File: src/rtl/feac_tx_pkg.sv
package feac_tx_pkg;
  localparam int unsigned FLAG_W_DEF = 8;
  localparam int unsigned MSG_W_DEF  = 8;
endpackage

File: src/rtl/feac_hold_reg.sv
module feac_hold_reg #(
  parameter int unsigned MSG_W = feac_tx_pkg::MSG_W_DEF
) (
  input  logic             clk_i,
  input  logic             rst_ni,
  input  logic             wr_en_i,
  input  logic [MSG_W-1:0] wr_data_i,
  input  logic             take_i,
  output logic [MSG_W-1:0] data_o,
  output logic             full_o,
  output logic             accept_o,
  output logic             irq_pend_o
);
  logic [MSG_W-1:0] data_q;
  logic             full_q, pend_q, well_formed;

  assign well_formed = !data_q[MSG_W-1] && !data_q[0];
  assign accept_o    = take_i && full_q && well_formed;

  always_ff @(posedge clk_i or negedge rst_ni) begin
    if (!rst_ni) begin
      data_q <= '0;
      full_q <= 1'b0;
    end else if (wr_en_i) begin
      data_q <= wr_data_i;
      full_q <= 1'b1;
    end else if (take_i) begin
      full_q <= 1'b0;  // malformed bytes are consumed too
    end
  end

  // accept has priority over the clearing write
  always_ff @(posedge clk_i or negedge rst_ni) begin
    if (!rst_ni)       pend_q <= 1'b0;
    else if (accept_o) pend_q <= 1'b1;
    else if (wr_en_i)  pend_q <= 1'b0;
  end

  assign data_o     = data_q;
  assign full_o     = full_q;
  assign irq_pend_o = pend_q;
endmodule

File: src/rtl/feac_shifter.sv
module feac_shifter #(
  parameter int unsigned FLAG_W = feac_tx_pkg::FLAG_W_DEF,
  parameter int unsigned MSG_W  = feac_tx_pkg::MSG_W_DEF
) (
  input  logic             clk_i,
  input  logic             rst_ni,
  input  logic             slot_i,
  input  logic             load_i,
  input  logic [MSG_W-1:0] msg_i,
  output logic             bound_o,
  output logic             ser_o
);
  localparam int unsigned CW_W  = FLAG_W + MSG_W;
  localparam int unsigned CNT_W = $clog2(CW_W);

  logic [CNT_W-1:0] cnt_q;
  logic [CW_W-1:0]  sh_q, word;
  logic             ser_q;

  assign bound_o = slot_i && (cnt_q == '0);
  assign word    = load_i ? {msg_i, {FLAG_W{1'b1}}} : {CW_W{1'b1}};

  always_ff @(posedge clk_i or negedge rst_ni) begin
    if (!rst_ni) begin
      cnt_q <= '0;
      sh_q  <= '0;
      ser_q <= 1'b1;
    end else if (slot_i) begin
      cnt_q <= (cnt_q == CNT_W'(CW_W-1)) ? '0 : cnt_q + 1'b1;
      if (cnt_q == '0) begin
        ser_q <= word[0];
        sh_q  <= word >> 1;
      end else begin
        ser_q <= sh_q[0];
        sh_q  <= sh_q >> 1;  // buffer drains to zero by word end
      end
    end
  end

  assign ser_o = ser_q;
endmodule

File: src/rtl/feac_tx.sv
module feac_tx #(
  parameter int unsigned FLAG_W = feac_tx_pkg::FLAG_W_DEF,
  parameter int unsigned MSG_W  = feac_tx_pkg::MSG_W_DEF
) (
  input  logic             clk_i,
  input  logic             rst_ni,
  input  logic             wr_en_i,
  input  logic [MSG_W-1:0] wr_data_i,
  input  logic             slot_i,
  input  logic             irq_en_i,
  output logic             ser_o,
  output logic             hold_full_o,
  output logic             irq_pend_o,
  output logic             irq_o
);
  logic             bound, accept;
  logic [MSG_W-1:0] held;

  feac_hold_reg #(.MSG_W(MSG_W)) u_hold (
    .clk_i      (clk_i),
    .rst_ni     (rst_ni),
    .wr_en_i    (wr_en_i),
    .wr_data_i  (wr_data_i),
    .take_i     (bound),
    .data_o     (held),
    .full_o     (hold_full_o),
    .accept_o   (accept),
    .irq_pend_o (irq_pend_o)
  );

  feac_shifter #(.FLAG_W(FLAG_W), .MSG_W(MSG_W)) u_shift (
    .clk_i   (clk_i),
    .rst_ni  (rst_ni),
    .slot_i  (slot_i),
    .load_i  (accept),
    .msg_i   (held),
    .bound_o (bound),
    .ser_o   (ser_o)
  );

  assign irq_o = irq_pend_o && irq_en_i;
endmodule

File: config.mk
export PLATFORM = sky130hd
export DESIGN_NAME = feac_tx
export DESIGN_NICKNAME = d
export VERILOG_FILES = /design/src/rtl/feac_tx_pkg.sv /design/src/rtl/feac_hold_reg.sv /design/src/rtl/feac_shifter.sv /design/src/rtl/feac_tx.sv
export SDC_FILE = /design/constraint.sdc
export NUM_CORES = 1
export LEC_CHECK = 0
export ABC_AREA = 1
export BUFFER_PORTS_ARGS = -buffer_cell sky130_fd_sc_hd__buf_2
export CAP_MARGIN = 20
export CORE_MARGIN = 5
export CORE_UTILIZATION = 50
export CTS_BUF_LIST = sky130_fd_sc_hd__clkbuf_4
export DETAILED_ROUTE_END_ITERATION = 8
export PLACE_DENSITY = 0.81
export REMOVE_ABC_BUFFERS = 1
export SLEW_MARGIN = 5
export SYNTH_ARGS = -nofsm -noshare
export SYNTH_HDL_FRONTEND = slang
export SYNTH_SLANG_ARGS = --single-unit
File: constraint.sdc
create_clock -name clk_i -period 3.1 [get_ports clk_i]
set_clock_uncertainty 0.05 [all_clocks]
set_input_delay 0.465 -clock clk_i [delete_from_list [all_inputs] [get_ports clk_i]]
set_output_delay 0.465 -clock clk_i [all_outputs]
set_load 0.02 [all_outputs]
==> summary.md <==
| Metric | Value |
|---|---|
| Status | finished clean |
| Most common cell after layout, fill and taps aside | nand2_1 |
| Power per cell area | 739.6 nW/um2 |
| Post-synth top area cell | dfrtp_1 |
| Min cycle time layout | 1.549 ns |
| Fin. Hold Viols | 0 |
| Netlist cell types | 22 |
| Clock transition time at the flip-flop clock pins of the worst setup and hold paths | 0.10 ns |
| Max FO, Critical Path | 2 |
| Final WL | 2.309 mm |
| Clock buffer count from CTS | 5 |
| Full die area | 3842 um2 |
| DRC errors left | 0 |
| FP Rows | 18 |
| Synth Warn # | 0 |
| Initial antenna violation count | 0 |
| Clk buf depth | 2 |
| Fin area | 1485 um2 |
| Max-cap viol count | 0 |
| Worst-skew pair later-pin latency | 0.33 ns |
| Syn_area_per_cell | 8.775 um2 |
| Fillers | 240 |
| First-pass GRT wire length | 3.953 mm |
| Cells after Synth | 154 |
| Diode count | 0 |
| Largest net degree at the start of global routing | 31 |
| Crit path capture type | output port |
| Fmax achieved | approximately 0.65 GHz |
| Core Region | 2522 um2 |
| Max-slew violations | 0 |
| Final period utilization | 49.96% |
| Critical-path cell list | buf_2 |
| CP max stage cell | dfstp_2 |
| DRT antenna net count | 0 |
| Cts hold-fix bufs | 0 |
| Vias | between 1000 and 1500 |
| Setup Fix Bufs, Post-CTS | 0 |
| Initial Utilization | 53.57% |
| CTS tree | yes |
| Layout Cells excl Fill | ~200 |
| Setup CP Type | reg2out |
| RSZ-0062 raised after global routing | no |
| Setup TNS | 0 ns |
| Post-cts sizing count | 0 |
| FF+latch count, synth | 30 |
| WL/cell | 11.43 um |
| Overall die width | 61.99 um |
| Clk sinks | 30 |
| Htree depth | 2 |
| Register area share after synthesis | 55.65% |
| Max_slew headroom | around 59% |
| Vias in the first global route | 944 |
| Final nets | between 150 and 200 |
| Root Driver | clkbuf_4 |
| Top cells by area, synth | dfrtp_1, nand2_1, inv_1, o21ai_0, nor2_1 |
| DR pass1 iterations | 4 |
| Final hold slack | just over 0.08 ns |
| Crit path largest cell delay | 0.55 ns |
| Placer Congestion | 0.7950 |
| Iter 0 DRT Violations | 40 |
| Synth-to-layout area growth | 9.907% |
| Share of the synthesized area in the top cell type | 53.70% |
| Worst path required time | around 2.6 ns |
| Peak VDD IR | 0.0003882 V |
| Worst path bufs/invs | 1 |
| Inst Count DP | roughly 190 |
| IO Count | 17 |
| Crit path DAT | 1.03 ns |
| Via-per-instance ratio | 4.955 |
| Total global routing track utilization | between 10 and 15% |
| GR Overflow Total | 0 |
| Worst Tran Pin Value | roughly 0.62 ns |
| Worst min-delay path class | in2async |
| Crit start category | flip-flop |
| Port Buffer Count | 16 |
| Top Family by Delay on Critical Path | flip-flops |
| Share of layout cells above drive strength 1 | 17.44% |
| Placed cell areas | 1431 um2 |
| Leakage power total | 0.0007516 uW |
| Final setup fails | 0 |
| Detailed placement HPWL | 1.689 mm |
| Synthesized area | approximately 1400 um2 |
| Commonest non-fill, non-tap cells in the layout | nand2_1, dfrtp_1, inv_1 |
| Die Ht | 61.99 um |
synthesized netlist by cell type:
cell type	number
a21oi_1	6
buf_2	3
buf_4	1
buf_6	1
clkbuf_1	1
dfrtp_1	29
dfstp_2	1
ha_1	2
inv_1	20
nand2_1	41
nand2_2	1
nand3_1	7
nand3_2	1
nand3_4	1
nand4_1	2
nor2_1	14
nor2_4	1
nor2_8	1
o21ai_0	14
o21ai_1	5
o21ai_2	1
xor2_1	1
state kept, by name, indices dropped and copies added (netlist names):
register / cells
u_shift.sh_q: 15
u_hold.data_o: 8
u_shift.cnt_q: 4
u_hold.full_o: 1
u_hold.irq_pend_o: 1
u_shift.ser_o: 1
path summary, 6_finish.rpt:
check,start,endpoint,slack (ns),depth (start not counted)
max in group asynchronous,rst_ni,u_shift.sh_q[10]$_DFFE_PN0P_,2.51,1
setup / recovery,u_shift.ser_o$_DFFE_PN1P_,ser_o,1.55,1
hold reg to reg,u_shift.sh_q[9]$_DFFE_PN0P_,u_shift.sh_q[9]$_DFFE_PN0P_,0.44,2
hold / removal,rst_ni,u_shift.cnt_q[0]$_DFFE_PN0P_,0.08,1
min in group clk_i,wr_data_i[5],u_hold.data_o[5]$_DFFE_PN0P_,0.28,3
setup reg to reg,u_shift.cnt_q[0]$_DFFE_PN0P_,u_shift.sh_q[13]$_DFFE_PN0P_,1.63,7
routing by layer:
layer  global-route usage (%)  routed length, um  up-vias
li1                         -                  -      515
met1                    16.36               1056      458
met2                    23.96               1051       21
met3                    5.579                143        7
met4                    9.091                 57        0
met5                        0                  0        -
report_power, final:
group / internal (uW) / switching [uW] / total [uW]
logic: 111 / 174 / 284
registers: 512 / 81.6 / 594
clock network: 84.1 / 136 / 220
total: 707 / 392 / 1100
per-stage QoR:
| stage | utilization, % | setup WS (ns) | total power, uW |
|---|---|---|---|
| after floorplan | - | 1.816 | 799.2 |
| after global placement | 56.75 | 1.573 | 869.0 |
| after detailed placement | 56.75 | 1.489 | 887.4 |
| after CTS | 58.88 | 1.535 | 1112 |
| after global routing | 58.88 | 1.503 | 1183 |
| final | 58.88 | 1.551 | 1098 |
area by class of cell:
class	count	area, um2	area share (%)
Inverter	20	75.07	5.055
Timing Repair Buffer	16	80.08	5.392
Tap cell	30	37.54	2.527
Multi-Input combinational cell	98	486.7	32.77
Clock buffer	5	37.54	2.527
Clock inverter	3	16.27	1.095
Sequential cell	30	752.0	50.63
cells by family after synthesis:
kind of cell / count (synthesis) / share of synthesized area (%)
xor+xnor: 1 / 0.6483
flops: 30 / 55.65
buf+inv: 26 / 8.333
fa+ha+maj: 2 / 1.852
simple gates: 69 / 23.61
compound gates: 26 / 9.908
No activity file was read; power rests on OpenSTA's default activity.
